$ cat config.mk
export PLATFORM = sky130hd
export DESIGN_NAME = adapt_resv_ctrl
export DESIGN_NICKNAME = d
export VERILOG_FILES = /design/src/rtl/adapt_resv_pkg.sv /design/src/rtl/adapt_sat_ctr.sv /design/src/rtl/adapt_set_slot.sv /design/src/rtl/adapt_ev_decode.sv /design/src/rtl/adapt_resv_ctrl.sv
export SDC_FILE = /design/constraint.sdc
export NUM_CORES = 1
export LEC_CHECK = 0
export BUFFER_PORTS_ARGS = -buffer_cell sky130_fd_sc_hd__buf_2
export CORE_MARGIN = 5
export CORE_UTILIZATION = 47
export CTS_CLUSTER_SIZE = 40
export DETAILED_ROUTE_END_ITERATION = 8
export HOLD_SLACK_MARGIN = 0.08
export PLACE_DENSITY = 0.67
export RECOVER_POWER = 50
export SETUP_SLACK_MARGIN = 0.02
export SLEW_MARGIN = 20
export SYNTH_ARGS = -nofsm -noshare
export SYNTH_HDL_FRONTEND = slang
export SYNTH_SLANG_ARGS = --single-unit
export TNS_END_PERCENT = 1
$ cat constraint.sdc
create_clock -name clk -period 2.25 [get_ports clk]
set_clock_uncertainty 0.2 [all_clocks]
set_input_delay 0.1125 -clock clk [delete_from_list [all_inputs] [get_ports clk]]
set_output_delay 0.1125 -clock clk [all_outputs]
set_load 0.01 [all_outputs]
$ cat src/rtl/adapt_resv_pkg.sv
package adapt_resv_pkg;

  typedef enum logic {
    EV_ACCESS  = 1'b0,
    EV_REPLACE = 1'b1
  } ev_kind_e;

  localparam int CNT_W = 2;
  localparam logic [CNT_W-1:0] LVL_TRIG = CNT_W'(2);

  typedef struct packed {
    logic [CNT_W-1:0] lvl;
    logic             held;
  } set_state_t;

  typedef struct packed {
    logic up;
    logic down;
    logic trig;
    logic hold_set;
    logic hold_clr;
    logic sh_ins;
    logic sh_fl;
  } set_act_t;

endpackage

$ cat src/rtl/adapt_sat_ctr.sv
module adapt_sat_ctr #(
  parameter int W = 2
) (
  input  logic         clk,
  input  logic         rst_n,
  input  logic         up,
  input  logic         down,
  input  logic         load,
  input  logic [W-1:0] load_val,
  output logic [W-1:0] lvl
);
  localparam logic [W-1:0] TOP = {W{1'b1}};
  localparam logic [W-1:0] BOT = '0;

  always_ff @(posedge clk) begin
    if (!rst_n)                      lvl <= BOT;
    else if (load)                   lvl <= load_val;
    else if (up && lvl != TOP)       lvl <= lvl + W'(1);
    else if (down && lvl != BOT)     lvl <= lvl - W'(1);
  end
endmodule

$ cat src/rtl/adapt_set_slot.sv
module adapt_set_slot
  import adapt_resv_pkg::*;
(
  input  logic       clk,
  input  logic       rst_n,
  input  logic       sel,
  input  logic       up,
  input  logic       down,
  input  logic       trig,
  input  logic       hold_set,
  input  logic       hold_clr,
  output set_state_t st
);
  logic [CNT_W-1:0] lvl_q;
  logic             held_q;

  adapt_sat_ctr #(.W(CNT_W)) u_lvl (
    .clk      (clk),
    .rst_n    (rst_n),
    .up       (sel & up),
    .down     (sel & down),
    .load     (sel & trig),
    .load_val (LVL_TRIG),
    .lvl      (lvl_q)
  );

  always_ff @(posedge clk) begin
    if (!rst_n)                 held_q <= 1'b0;
    else if (sel && hold_clr)   held_q <= 1'b0;
    else if (sel && hold_set)   held_q <= 1'b1;
  end

  assign st.lvl  = lvl_q;
  assign st.held = held_q;
endmodule

$ cat src/rtl/adapt_ev_decode.sv
module adapt_ev_decode
  import adapt_resv_pkg::*;
(
  input  logic       ev_valid,
  input  logic       ev_kind,
  input  logic       ev_lru,
  input  logic       ev_shadow_hit,
  input  logic       ev_cheaper,
  input  set_state_t cur,
  output set_act_t   act
);
  logic     on;
  ev_kind_e kind;

  assign on   = (cur.lvl != '0);
  assign kind = ev_kind_e'(ev_kind);

  always_comb begin
    act = '0;
    if (ev_valid) begin
      unique case (kind)
        EV_ACCESS: begin
          if (on) begin
            if (ev_lru) begin
              act.sh_fl = 1'b1;
              if (cur.held) begin
                act.up       = 1'b1;
                act.hold_clr = 1'b1;
              end
            end
          end else if (ev_shadow_hit) begin
            act.trig  = 1'b1;
            act.sh_fl = 1'b1;
          end
        end
        EV_REPLACE: begin
          if (on) begin
            if (!ev_lru) begin
              act.hold_set = 1'b1;
            end else if (cur.held) begin
              act.down     = 1'b1;
              act.hold_clr = 1'b1;
            end
          end else if (ev_lru && ev_cheaper) begin
            act.sh_ins = 1'b1;
          end
        end
        default: act = '0;
      endcase
    end
  end
endmodule

$ cat src/rtl/adapt_resv_ctrl.sv
module adapt_resv_ctrl
  import adapt_resv_pkg::*;
#(
  parameter  int NUM_SETS = 16,
  localparam int SET_W    = $clog2(NUM_SETS)
) (
  input  logic             clk,
  input  logic             rst_n,
  input  logic             ev_valid,
  input  logic             ev_kind,
  input  logic [SET_W-1:0] ev_set,
  input  logic             ev_lru,
  input  logic             ev_shadow_hit,
  input  logic             ev_cheaper,
  input  logic [SET_W-1:0] look_set,
  output logic             look_en,
  output logic             look_rsv,
  output logic             sh_insert,
  output logic             sh_flush,
  output logic [SET_W-1:0] sh_set
);
  set_state_t st_all [NUM_SETS];
  set_state_t cur;
  set_act_t   act;

  assign cur = st_all[ev_set];

  adapt_ev_decode u_dec (
    .ev_valid      (ev_valid),
    .ev_kind       (ev_kind),
    .ev_lru        (ev_lru),
    .ev_shadow_hit (ev_shadow_hit),
    .ev_cheaper    (ev_cheaper),
    .cur           (cur),
    .act           (act)
  );

  for (genvar g = 0; g < NUM_SETS; g++) begin : g_set
    logic sel;
    assign sel = ev_valid && (ev_set == SET_W'(g));
    adapt_set_slot u_slot (
      .clk      (clk),
      .rst_n    (rst_n),
      .sel      (sel),
      .up       (act.up),
      .down     (act.down),
      .trig     (act.trig),
      .hold_set (act.hold_set),
      .hold_clr (act.hold_clr),
      .st       (st_all[g])
    );
  end

  always_ff @(posedge clk) begin
    if (!rst_n) begin
      sh_insert <= 1'b0;
      sh_flush  <= 1'b0;
      sh_set    <= '0;
    end else begin
      sh_insert <= act.sh_ins;
      sh_flush  <= act.sh_fl;
      if (act.sh_ins || act.sh_fl) sh_set <= ev_set;
    end
  end

  assign look_en  = (st_all[look_set].lvl != '0);
  assign look_rsv = st_all[look_set].held;
endmodule

After elaboration in Yosys (flattened, before gate mapping)
Index checks and enable logic that the tools add are counted.
{"block": "word_totals", "register_bits": 54, "input_bits": 15, "output_inout_bits": 8}
{"block": "classes", "addsub": 32, "bitwise_logic": 52, "muxes": 73, "n_reduce_logical": 165, "magnitude_cmp": 2, "eq_ne": 31}
{"op": "$mux W2", "n": 49}
{"op": "$logic_and A1 B1 Y1", "n": 81}
{"op": "$reduce_bool A2 Y1", "n": 34}
{"op": "$reduce_or A2 Y1", "n": 32}
{"op": "$and A1 B1 Y1", "n": 48}
{"op": "$reduce_bool A3 Y1", "n": 16}
{"op": "$add A2 B1 Y2 const B", "n": 16}
{"op": "$eq A4 B4 Y1 const B", "n": 8}
{"op": "$ne A2 B2 Y1 const B", "n": 16}
{"op": "$sub A2 B1 Y2 const B", "n": 16}
{"op": "$bmux W3 S4", "n": 2}
{"op": "$eq A4 B3 Y1 const B", "n": 4}
{"op": "$mux W1", "n": 16}
{"op": "$mux W3", "n": 4}
{"op": "$ge A5 B5 Y1 const B", "n": 2}
{"op": "$not A4 Y5", "n": 2}
{"op": "$eq A4 B2 Y1 const B", "n": 2}
{"op": "$mux W7", "n": 1}
{"op": "$eq A4 B1 Y1 const B", "n": 1}
{"op": "$logic_not A4 Y1", "n": 1}
{"op": "$not A1 Y1", "n": 2}
{"op": "$pmux W1 S2", "n": 1}
{"op": "$logic_or A1 B1 Y1", "n": 1}

Longest topological paths before layout
{"block": "depth", "depth_word": 14, "mapped_depth": 11, "ltp_nobuf": 6}

By module
Synthesis repeated with hierarchy kept, for this count alone.
{"block": "unflattened", "hier_cells": 495, "hier_area_um2": 4220.3}
{"mod": "adapt_sat_ctr", "area_each_um2": 111.4, "n_inst": 16, "cells_each": 14}
{"mod": "adapt_set_slot", "area_each_um2": 82.6, "n_inst": 16, "cells_each": 10}
{"mod": "adapt_resv_ctrl", "area_each_um2": 1036.0, "n_inst": 1, "cells_each": 98}
{"mod": "adapt_ev_decode", "area_each_um2": 81.3, "n_inst": 1, "cells_each": 13}

Least setup slack after synthesis
Ideal clock, no wire load.
{"block": "synth_path", "path_kind": "register -> register", "from": "reg g_set[5].u_slot.u_lvl.lvl[0]", "to": "reg sh_set[0]", "t_arrival_ps": 2057, "path_buffers": 0, "synth_period_minus_slack_ps": 2373, "path_stages_with_launch": 7, "required_ps": 1934, "path_slack_ps": -123, "setup_time_ps": 116, "cell_sequence": "dfxtp_1 -> nor4b_4 -> or4_4 -> mux4_2 -> mux2i_4 -> mux2i_1 -> nor2b_1"}
{"block": "synth_between", "elab_chain_cells": 8, "elab_cells_between_ends": 10, "classes_between": "mux (8); reduce/logical (2)"}
{"element": "start, declared", "line_no": "adapt_sat_ctr.sv:10", "source": "output logic [W-1:0] lvl"}
{"element": "start signal, assigned", "line_no": "adapt_sat_ctr.sv:17", "source": "else if (load) lvl <= load_val;"}
{"element": "start signal, assigned", "line_no": "adapt_sat_ctr.sv:18", "source": "else if (up && lvl != TOP) lvl <= lvl + W'(1);"}
{"element": "start signal, assigned", "line_no": "adapt_sat_ctr.sv:19", "source": "else if (down && lvl != BOT) lvl <= lvl - W'(1);"}
{"element": "$bmux W3 S4 *", "line_no": "adapt_resv_ctrl.sv:26", "source": "assign cur = st_all[ev_set];"}
{"element": "$mux W3 (implied by the code) * (2 in series)", "line_no": "adapt_resv_ctrl.sv:26"}
{"element": "$reduce_bool A2 Y1 *", "line_no": "adapt_ev_decode.sv:15", "source": "assign on = (cur.lvl != '0);"}
{"element": "$mux W1, on equally long branches", "line_no": "adapt_ev_decode.sv:37, adapt_ev_decode.sv:23"}
{"element": "$mux W1", "line_no": "adapt_ev_decode.sv:21", "source": "unique case (kind)"}
{"element": "$mux W7 *", "line_no": "adapt_ev_decode.sv:20", "source": "if (ev_valid) begin"}
{"element": "$logic_or A1 B1 Y1 *", "line_no": "adapt_resv_ctrl.sv:62", "source": "if (act.sh_ins || act.sh_fl) sh_set <= ev_set;"}
{"element": "end signal, assigned", "line_no": "adapt_resv_ctrl.sv:62"}
{"element": "end, declared", "line_no": "adapt_resv_ctrl.sv:20", "source": "output logic [SET_W-1:0] sh_set"}
Mark *: on every way between the ends. The rest lies on a longest branch, timed or not. The select of a mux whose other input is x is not followed.
A chain may end at the register's enable or synchronous reset.

Worst setup path in the final report
{"block": "layout_path", "from": "reg g_set[6].u_slot.u_lvl.lvl[1]", "to": "reg sh_set[3]"}
{"block": "layout_between", "elab_chain_cells": 8, "elab_cells_between_ends": 10, "classes_between": "mux (8); reduce/logical (2)"}
{"element": "start, declared", "line_no": "adapt_sat_ctr.sv:10"}
{"element": "start signal, assigned", "line_no": "adapt_sat_ctr.sv:17"}
{"element": "start signal, assigned", "line_no": "adapt_sat_ctr.sv:18"}
{"element": "start signal, assigned", "line_no": "adapt_sat_ctr.sv:19"}
{"element": "$bmux W3 S4 *", "line_no": "adapt_resv_ctrl.sv:26"}
{"element": "$mux W3 (implied by the code) * (2 in series)", "line_no": "adapt_resv_ctrl.sv:26"}
{"element": "$reduce_bool A2 Y1 *", "line_no": "adapt_ev_decode.sv:15"}
{"element": "$mux W1, on equally long branches", "line_no": "adapt_ev_decode.sv:37, adapt_ev_decode.sv:23"}
{"element": "$mux W1", "line_no": "adapt_ev_decode.sv:21"}
{"element": "$mux W7 *", "line_no": "adapt_ev_decode.sv:20"}
{"element": "$logic_or A1 B1 Y1 *", "line_no": "adapt_resv_ctrl.sv:62"}
Marks and branches as above.

==> flow_summary.json <==
{
  "synth.net_count": 521,
  "crit_type": "reg2reg",
  "pre_cts_ws_ns": -0.442,
  "crit_start": "g_set[6].u_slot.u_lvl.lvl[1]",
  "cts_buffers": 5,
  "viasPerCell": 6.32,
  "slew-limit-headroom": 0.655,
  "rsz0062_at_grt": "true",
  "start_util": 0.483,
  "violations": "setup timing",
  "ff2ff_setup_slack_ns": -0.17,
  "powerDensity_mw_per_mm2": 385,
  "combPwrFrac": 0.193,
  "ys_ff_latch": 54,
  "drive_gt1_frac": 0.356,
  "worst_slack_ns": -0.167,
  "grt_max_degree": 32,
  "clock_latency_ns": 0.32,
  "p_sw_mw": 0.591,
  "irDropWorstVdd_v": 0.000374,
  "drt-total-wl_um": 14500,
  "seq_power_share": 0.471,
  "grt-ovfl-total": 0,
  "synth-async-reset-ratio": 0,
  "dp_hpwl_um": 10800,
  "wl_per_cell_um": 20.0,
  "syn-instance-count": 506,
  "endpoint_kind": "flop",
  "crit_required_ns": 2.27,
  "syn-mean-instance-area_um2": 7.84,
  "netSwitchingFraction": 0.290,
  "coreArea_mm2": 0.00822,
  "first_iter_violations": 479,
  "fill_cells": 719,
  "final_common_cell": "buf_4",
  "clkPwrFrac": 0.336,
  "fp.dieArea_mm2": 0.0104,
  "slew_viol_final": 0,
  "p_int_mw": 1.45,
  "seq_area_frac_synth": 0.273,
  "static-leakage-power_nw": 1.98,
  "num-nets-final": 637,
  "critPathCapture": "sh_set[3]",
  "yosys_warnings": 0,
  "root_buffer": "clkbuf_8",
  "synth_flop_cell": "dfxtp_1",
  "cap_viol_max_count": 0,
  "start_kind": "flop",
  "fin_crit_ns": 2.42,
  "synth_edf_count": 0,
  "hold_violations": 0,
  "fmax_ghz": 0.414,
  "worstPathMaxFanout": 4,
  "grt_pass1_vias": 4382,
  "die_w_um": 102,
  "drc_errors": 0,
  "vias": 4600,
  "cp_data_arrival_time_ns": 2.44,
  "synth_area_mm2": 0.00397,
  "clkSinkCount": 54,
  "setup_viol": 4,
  "cts.path.max_buffers": 2,
  "r2r_start": "g_set[6].u_slot.u_lvl.lvl[1]",
  "hp-class": "in2reg",
  "io_pins": 23,
  "final_antenna_net_count": 0,
  "io_buffer_count": 22,
  "cts_tree": "done",
  "fin_crit_sh": 1.07,
  "worst_pin_slew_ns": 0.516,
  "reg2reg_to": "sh_set[3]",
  "p_total_mw": 2.04,
  "place_congestion": 0.958,
  "syn_to_final_growth_pct": 33.6,
  "grt_usage": 0.282,
  "die_y_um": 102,
  "outcome": "complete, but fails checks",
  "clk_pin_slew_worst_paths_ns": 0.10,
  "n_antenna_cell": 0,
  "num_rows": 33,
  "synth_cell_type_count": 52,
  "grt_pass1_wl_um": 22800,
  "antenna_found_initial": 0,
  "rr_worst_depth": 6,
  "final_cell_mix": "112 x buf_4, 52 x nor2_1, 45 x nand2_1, 36 x o21ai_0, 28 x dfxtp_1",
  "htreeDepth": 2,
  "dr.pass1.iters": 7
}
==> power groups by stage <==
stage	combinational (mW)	sequential (mW)	clock, mW
floorplan	0.207	0.989	0
global placement	0.348	0.986	0
detailed placement	0.355	0.986	0
CTS	0.371	0.963	0.695
global route	0.416	0.963	0.726
finish	0.394	0.962	0.686
==> synth_stat cells, types with 9 or more instances <==
| library cell | n | area share |
|---|---|---|
| o21ai_0 | 38 | 0.048 |
| nor3_1 | 25 | 0.032 |
| mux2i_1 | 26 | 0.066 |
| a31oi_1 | 13 | 0.021 |
| nand3_1 | 9 | 0.011 |
| nor2b_1 | 20 | 0.032 |
| clkbuf_1 | 27 | 0.026 |
| o311ai_0 | 19 | 0.042 |
| dfxtp_1 | 54 | 0.27 |
| nand2_1 | 46 | 0.044 |
| a21oi_1 | 28 | 0.035 |
| inv_1 | 13 | 0.012 |
| nor4_1 | 11 | 0.017 |
| xnor2_1 | 13 | 0.029 |
| nor2_1 | 57 | 0.054 |
==> final cells by class <==
type	instances	area (um2)	area share
clock inverter	2	37.5	0.00708
timing repair buffer	150	1120	0.212
sequential	54	1120	0.212
multi-input combinational	398	2760	0.521
inverter	13	48.8	0.00921
clock buffer	6	72.6	0.0137
tap	105	131	0.0248
==> routing by layer <==
metal  routed length (um)  track usage  share of wire  up-vias
met5                    0            0              0        -
met4                  546        0.115          0.038        0
met3                 1050       0.0403          0.072       47
met2                 6820        0.463           0.47      218
met1                 6120        0.374           0.42     2209
li1                     -            -              -     2126
==> critical path, cell delays in order (launching register included) <==
cell,delay [ns]
dfxtp_2,0.35
nor4b_2,0.05
or4_4,0.57
mux4_2,0.58
mux2i_4,0.28
mux2i_1,0.22
nor2b_1,0.06
==> through the flow <==
step	util	instances	setup TNS, ns	hold WS (ns)	cell area [um2]
floorplan	-	506	-0.107	0.0454	3990
global placement	0.598	711	-6.88	0.193	4920
detailed placement	0.598	711	-9.85	0.194	4920
CTS	0.628	727	-0.573	0.0894	5160
global route	0.645	728	-1.31	0.0993	5300
finish	0.645	728	-0.632	0.0978	5300
==> sequential cells by signal (all words and copies together) (netlist names) <==
register,flops
sh_insert,1
g_set.u_slot.held_q,16
sh_flush,1
g_set.u_slot.u_lvl.lvl,32
sh_set,4
==> repair_timing <==
action / 4_1_cts / 5_1_grt
gates resized for setup: 14 / 52
endpoints found under the setup margin: 36 / 41
endpoints found under the hold margin: 3 / 0
hold buffers: 6 / 0
setup buffers: 2 / 1
pin swaps: 4 / 6
==> worst min-delay path by stage <==
stage,start,endpoint,slack (ns),cells after the start
finish,ev_set[3],sh_set[3],0.1,4
floorplan,ev_lru,sh_flush,0.05,2
detailed placement,ev_shadow_hit,sh_flush,0.19,3
global placement,ev_cheaper,sh_insert,0.19,3
global route,rst_n,g_set[12].u_slot.u_lvl.lvl[0],0.1,4
CTS,ev_set[3],sh_set[3],0.09,4
==> logic make-up (layout without fill, tap and decap cells) <==
| logic type | Yosys count | count (layout) | synth area share |
|---|---|---|---|
| AND/OR/NAND/NOR | 211 | 211 | 0.272 |
| XOR/XNOR | 13 | 13 | 0.0287 |
| buffers and inverters | 54 | 171 | 0.0618 |
| AO/OA/AOI/OAI | 134 | 134 | 0.226 |
| flip-flops | 54 | 54 | 0.273 |
| multiplexers | 40 | 40 | 0.138 |
(Power assumes the default switching activity.)
